`config.mk`:
```
export PLATFORM = sky130hd
export DESIGN_NAME = pc_seq_unit
export DESIGN_NICKNAME = d
export VERILOG_FILES = /design/src/rtl/pc_seq_pkg.sv /design/src/rtl/pc_req_arb.sv /design/src/rtl/pc_next_sel.sv /design/src/rtl/pc_seq_unit.sv
export SDC_FILE = /design/constraint.sdc
export NUM_CORES = 1
export LEC_CHECK = 0
export BUFFER_PORTS_ARGS = -buffer_cell sky130_fd_sc_hd__buf_2
export CELL_PAD_IN_SITES_DETAIL_PLACEMENT = 1
export CELL_PAD_IN_SITES_GLOBAL_PLACEMENT = 2
export CORE_ASPECT_RATIO = 0.7
export CORE_MARGIN = 2
export CORE_UTILIZATION = 24
export CTS_CLUSTER_SIZE = 28
export DETAILED_ROUTE_END_ITERATION = 12
export PLACE_DENSITY = 0.9
export SLEW_MARGIN = 20
export SYNTH_ARGS = -nofsm -noshare
export SYNTH_HDL_FRONTEND = slang
export SYNTH_SLANG_ARGS = --single-unit
```
`constraint.sdc`:
```
create_clock -name clk -period 2.85 [get_ports clk]
set_input_delay 0.4275 -clock clk [delete_from_list [all_inputs] [get_ports clk]]
set_output_delay 0.4275 -clock clk [all_outputs]
set_load 0.02 [all_outputs]
```
`src/rtl/pc_seq_pkg.sv`:
```
package pc_seq_pkg;

    typedef enum logic [3:0] {
        SRC_HOLD,
        SRC_INC,
        SRC_SKIP,
        SRC_LOW,
        SRC_JMP,
        SRC_CALL,
        SRC_RET,
        SRC_TB,
        SRC_T0,
        SRC_T1
    } pc_src_e;

    localparam int NUM_VEC = 3;

endpackage

```
`src/rtl/pc_req_arb.sv`:
```
module pc_req_arb
    import pc_seq_pkg::*;
(
    input  logic                 stb_i,
    input  logic                 dummy_i,
    input  logic [NUM_VEC-1:0]   irq_i,
    input  logic                 ret_i,
    input  logic                 jmp_i,
    input  logic                 call_i,
    input  logic                 low_wr_i,
    input  logic                 skip_i,
    output pc_src_e              src_o
);

    // Fixed priority: vectors (index 0 highest), return, call/jump, low write, skip
    always_comb begin
        src_o = SRC_HOLD;
        if (stb_i) begin
            if (dummy_i)          src_o = SRC_INC;
            else if (irq_i[0])    src_o = SRC_TB;
            else if (irq_i[1])    src_o = SRC_T0;
            else if (irq_i[2])    src_o = SRC_T1;
            else if (ret_i)       src_o = SRC_RET;
            else if (call_i)      src_o = SRC_CALL;
            else if (jmp_i)       src_o = SRC_JMP;
            else if (low_wr_i)    src_o = SRC_LOW;
            else if (skip_i)      src_o = SRC_SKIP;
            else                  src_o = SRC_INC;
        end
    end

endmodule

```
`src/rtl/pc_next_sel.sv`:
```
module pc_next_sel
    import pc_seq_pkg::*;
#(
    parameter int AW = 11,
    parameter int LW = 8,
    parameter int VEC_STEP = 4
)(
    input  pc_src_e          src_i,
    input  logic [AW-1:0]    pc_i,
    input  logic [AW-1:0]    imm_i,
    input  logic [LW-1:0]    low_i,
    input  logic [AW-1:0]    tos_i,
    output logic [AW-1:0]    next_o,
    output logic             xfer_o,
    output logic             push_o
);

    logic [AW-1:0] vec_addr [NUM_VEC];

    // Vector k sits at (k+1)*VEC_STEP
    for (genvar k = 0; k < NUM_VEC; k++) begin : g_vec
        assign vec_addr[k] = AW'((k + 1) * VEC_STEP);
    end

    always_comb begin
        next_o = pc_i;
        xfer_o = 1'b0;
        push_o = 1'b0;
        unique case (src_i)
            SRC_HOLD: next_o = pc_i;
            SRC_INC:  next_o = pc_i + 1'b1;
            SRC_SKIP: begin next_o = pc_i + 1'b1;          xfer_o = 1'b1; end
            SRC_LOW:  begin next_o = {pc_i[AW-1:LW], low_i}; xfer_o = 1'b1; end
            SRC_JMP:  begin next_o = imm_i;                xfer_o = 1'b1; end
            SRC_CALL: begin next_o = imm_i; xfer_o = 1'b1; push_o = 1'b1; end
            SRC_RET:  begin next_o = tos_i;                xfer_o = 1'b1; end
            SRC_TB:   begin next_o = vec_addr[0]; xfer_o = 1'b1; push_o = 1'b1; end
            SRC_T0:   begin next_o = vec_addr[1]; xfer_o = 1'b1; push_o = 1'b1; end
            SRC_T1:   begin next_o = vec_addr[2]; xfer_o = 1'b1; push_o = 1'b1; end
            default:  next_o = pc_i;
        endcase
    end

endmodule

```
`src/rtl/pc_seq_unit.sv`:
```
module pc_seq_unit
    import pc_seq_pkg::*;
#(
    parameter int AW = 11,
    parameter int LW = 8,
    parameter int VEC_STEP = 4
)(
    input  logic            clk,
    input  logic            rst_n,
    input  logic            cyc_stb_i,
    input  logic            irq_tb_i,
    input  logic            irq_t0_i,
    input  logic            irq_t1_i,
    input  logic            ret_i,
    input  logic            jmp_i,
    input  logic            call_i,
    input  logic            low_wr_i,
    input  logic            skip_i,
    input  logic [AW-1:0]   imm_i,
    input  logic [LW-1:0]   low_data_i,
    input  logic [AW-1:0]   tos_i,
    output logic [AW-1:0]   pc_o,
    output logic [LW-1:0]   pc_low_o,
    output logic [AW-1:0]   push_addr_o,
    output logic            push_stb_o,
    output logic            flush_o
);

    typedef struct packed {
        logic [AW-1:0] pc;
        logic          flush;
    } seq_state_t;

    seq_state_t st_d, st_q;
    pc_src_e    src;
    logic [AW-1:0] nxt_pc;
    logic       xfer, push;

    pc_req_arb u_arb (
        .stb_i    (cyc_stb_i),
        .dummy_i  (st_q.flush),
        .irq_i    ({irq_t1_i, irq_t0_i, irq_tb_i}),
        .ret_i    (ret_i),
        .jmp_i    (jmp_i),
        .call_i   (call_i),
        .low_wr_i (low_wr_i),
        .skip_i   (skip_i),
        .src_o    (src)
    );

    pc_next_sel #(.AW(AW), .LW(LW), .VEC_STEP(VEC_STEP)) u_sel (
        .src_i  (src),
        .pc_i   (st_q.pc),
        .imm_i  (imm_i),
        .low_i  (low_data_i),
        .tos_i  (tos_i),
        .next_o (nxt_pc),
        .xfer_o (xfer),
        .push_o (push)
    );

    always_comb begin
        st_d = st_q;
        if (cyc_stb_i) begin
            st_d.pc    = nxt_pc;
            st_d.flush = xfer;
        end
    end

    always_ff @(posedge clk or negedge rst_n) begin
        if (!rst_n) st_q <= '0;
        else        st_q <= st_d;
    end

    assign pc_o        = st_q.pc;
    assign pc_low_o    = st_q.pc[LW-1:0];
    assign flush_o     = st_q.flush;
    assign push_addr_o = st_q.pc;
    assign push_stb_o  = push;

    logic any_req;
    assign any_req = irq_tb_i | irq_t0_i | irq_t1_i | ret_i | jmp_i | call_i | low_wr_i | skip_i;

    p_hold_r2: assert property (@(posedge clk) disable iff (!rst_n)
        !cyc_stb_i |=> $stable(pc_o) && $stable(flush_o));

    p_seq_inc_r3: assert property (@(posedge clk) disable iff (!rst_n)
        cyc_stb_i && !flush_o && !any_req |=> pc_o == AW'($past(pc_o) + 1'b1) && !flush_o);

    p_ret_tos_r5: assert property (@(posedge clk) disable iff (!rst_n)
        cyc_stb_i && !flush_o && ret_i && !(irq_tb_i | irq_t0_i | irq_t1_i) |=> pc_o == $past(tos_i));

    p_low_page_r7: assert property (@(posedge clk) disable iff (!rst_n)
        cyc_stb_i && !flush_o && low_wr_i && !(irq_tb_i | irq_t0_i | irq_t1_i | ret_i | jmp_i | call_i)
        |=> pc_o[AW-1:LW] == $past(pc_o[AW-1:LW]) && pc_o[LW-1:0] == $past(low_data_i));

    p_xfer_flush_r9: assert property (@(posedge clk) disable iff (!rst_n)
        cyc_stb_i && !flush_o && any_req |=> flush_o);

    p_flush_once_r9: assert property (@(posedge clk) disable iff (!rst_n)
        cyc_stb_i && flush_o |=> !flush_o && pc_o == AW'($past(pc_o) + 1'b1));

    p_push_gate_r11: assert property (@(posedge clk) disable iff (!rst_n)
        push_stb_o |-> cyc_stb_i && !flush_o && (irq_tb_i | irq_t0_i | irq_t1_i | call_i));

endmodule

```
==> key figures <==
Worst setup path
  • WS Path Type: register to output pin
  • CP max stage delay: 0.45 ns
  • CP arrival: 1.86 ns
  • CP Launch Type: register
  • Top Family by Delay on Critical Path: simple AND/OR/NAND/NOR gates
  • Crit path cell chain: nor4_1 > o21a_1 > nor2_1 > a31oi_1 > nor2_1 > buf_2
  • CP max FO: 8
  • CP dominant cell by count: nor2_1
  • Data required, critical path: 2.42 ns
  • CP max stage cell: dfrtp_1
  • Setup crit end kind: output pin
  • Number of buffers and inverters on the critical path: 1

Die
  • Die H: 64.7 um
  • Die area: 0.00587 sq mm
  • FP Rows: 22
  • Starting density of the core: 0.246
  • Core Area: 0.00515 sq mm
  • Ports: 73
  • Die W: 90.7 um

Logic synthesis
  • Post-synthesis cell type count: 45
  • Synth area leaders: dfrtp_1 (24%), buf_4 (12%), nor2_1 (5.6%)
  • Post-Syn Area: 0.00126 sq mm
  • Syn. warnings: 0
  • Yosys reg bits: 12
  • Post-Syn Instances: 162
  • Synth area leader: dfrtp_1
  • Syn_nets: 204
  • Yosys top cell area share: 0.238
  • Synth Area per Inst: 7.80 sq um
  • Seq/Total Area, Yosys: 0.238

Clock tree
  • Clock sink count: 12
  • Num CTS Buffers: 3
  • Clk slew on worst S/H paths: 0.06 ns
  • Post-CTS resize count: 0
  • CTS tree: yes
  • Hold_buf cts: 0
  • Maximum clock path buffer count: 2
  • H-tree depth: 1
  • Post-CTS Setup Bufs: 0
  • CTS root buf: clkbuf_8
  • Later-pin clock latency in the skew report: 0.25 ns

Power and ir drop
  • P_int: 599 uW
  • Sw frac: 0.505
  • Pwr per Cell Area: 744 mW/mm^2
  • Combinational power share: 0.561
  • Worst vdd ir: 0.000126 V
  • Flop pwr share: 0.277
  • Static leakage: 0.000771 uW
  • P_sw: 610 uW
  • Clock share of power: 0.161

Routing
  • Met2 WL post-DR: 1960 um
  • Met3 routed WL: 421 um
  • Final ANT Viol Nets: 0
  • DR WL/cell: 15.8 um
  • Routed via count: 1467
  • First DRT Iteration DRCs: 94
  • Top Metal Used: met4
  • DRC errors left: 0
  • Total wire length: 4550 um
  • Detailed-route vias per instance: 5.08
  • Initial DRT Pass Iterations: 4
  • Met1 wire length: 2150 um

Finish
  • Finished Layout Cells: 289
  • Antenna cells: 0
  • Fraction of layout cells with a size suffix above 1: 0.401
  • Final net count: 260
  • Area Overhead vs Synth: 28.5%
  • Filler instances: 669

Place
  • Post-detail-place hpwl: 3600 um
  • Placed Cells: 285
  • Placement Setup Slack: 0.560 ns
  • Placer Congestion: 0.877
  • PortBufs: 72

Global route
  • Initial antenna violation count: 0
  • Overflow after GRT: 0
  • GRT Total Usage: 0.158
  • First-pass GRT wire length: 7290 um
  • Vias in the first global route: 1431
  • Largest net degree at the start of global routing: 20

STA
  • Crit share post-route: 0.804
  • Setup TNS: 0 ns
  • Final setup viols: 0
  • Slew of the pin with the lowest slew margin: 0.624 ns
  • Final WS setup: 0.558 ns
  • Max transition margin: 0.579
  • Final Hold Viols: 0
  • Min Tclk post-route: 2.29 ns
  • Min Hold Slack: 0.0634 ns
  • Max-slew violations: 0
  • Highest clock rate: 436 MHz
  • Post-route clock skew: 0.000848 ns
  • Unrepaired setup endpoints after global routing: no

Status
  • Status: finished, final reports clean

Min path
  • Hold Path Class: primary input to asynchronous set/reset pin

Run
  • Max Cap Viol: 0
## power groups by stage
stage | logic (uW) | clock network, uW | registers [uW]
floorplan | 505 | 0 | 388
global placement | 671 | 0 | 333
detailed placement | 681 | 0 | 339
CTS | 684 | 201 | 336
global route | 730 | 211 | 352
finish | 678 | 195 | 335
## Yosys cell counts (all sizes together)
cell type and instances:
o22a 1, or4 1, clkbuf 2, a21oi 6, a22o 1, o22ai 1
a22oi 1, a31oi 3, o211a 4, nand2 18, xor2 2, and2b 1
and4 1, a221o 4, nand3 8, and2 2, buf 22, nor3 4
o2111ai 1, nor2b 2, o31ai 3, nor3b 1, dfrtp 12, or3 1
a21o 1, or2 2, o41ai 1, a221oi 6, o211ai 1, nor4 2
a41oi 1, o21ai 12, o21a 3, nor2 19, o2bb2ai 1, nand2b 1
nand4 5, a21boi 1, and3 2, inv 1, ha 1
## registers in the layout, indices dropped and copies added, names as in the netlist
signal and count:
flush_o 1, pc_o 11
## cell type report
type,instances,area [sq um],share of cell area
Sequential cell,12,300,0.185
Tap cell,72,90.1,0.0555
Inverter,1,3.75,0.00231
Clock buffer,4,55.1,0.0339
Multi-Input combinational cell,125,792,0.488
Timing Repair Buffer,75,383,0.236
## per-layer routing
metal  vias up  track usage
met5         -            0
met2        68        0.251
li1        705            -
met4         0       0.0288
met3         5       0.0535
met1       689        0.211
## cell usage in the layout, fill, tap and decap left out, types with 4 or more instances in the layout
cell type,count
buf_2,72
a221o_1,4
nand2_1,18
o211a_1,4
dfrtp_1,12
nand3_1,8
a221oi_1,6
clkbuf_8,4
o21ai_0,8
nor3_1,4
nor2_1,19
nand4_1,5
a21oi_1,6
## logic make-up after synthesis
| logic type | Yosys count | synth area share |
|---|---|---|
| AOI/OAI and AO/OA | 52 | 0.333 |
| buffers and inverters | 25 | 0.136 |
| DFF | 12 | 0.238 |
| and+or+nand+nor | 70 | 0.270 |
| xor gates and xnor gates | 2 | 0.0139 |
| adders and majority gates | 1 | 0.00990 |
## worst reg2reg max path, delay by kind of cell (launching register included)
family             cells  cell delay [ns]
DFF                    1             0.45
AOI/OAI and AO/OA      4             1.11
and+or+nand+nor        2             0.44
## metrics by stage
stage	utilization	total power [uW]	instance area, sq um
3_3_place_gp	0.305	1000	1570
2_1_floorplan	-	894	1260
4_1_cts	0.316	1220	1620
6_report	0.316	1210	1620
5_1_grt	0.316	1290	1620
3_5_place_dp	0.305	1020	1570
## path summary, 6_finish.rpt
| path | start | end | slack [ns] | cells past startpoint |
|---|---|---|---|---|
| min in group clk | low_data_i[4] | pc_o[4] | 0.43 | 3 |
| worst max-delay path | flush_o | push_stb_o | 0.56 | 6 |
| worst max register to register | flush_o | pc_o[10] | 0.73 | 6 |
| max in group asynchronous | rst_n | pc_o[8] | 2.55 | 1 |
| worst min register to register | pc_o[10] | pc_o[10] | 0.57 | 1 |
| worst min-delay path | rst_n | pc_o[0] | 0.06 | 1 |
No activity file was read; power rests on OpenSTA's default activity.
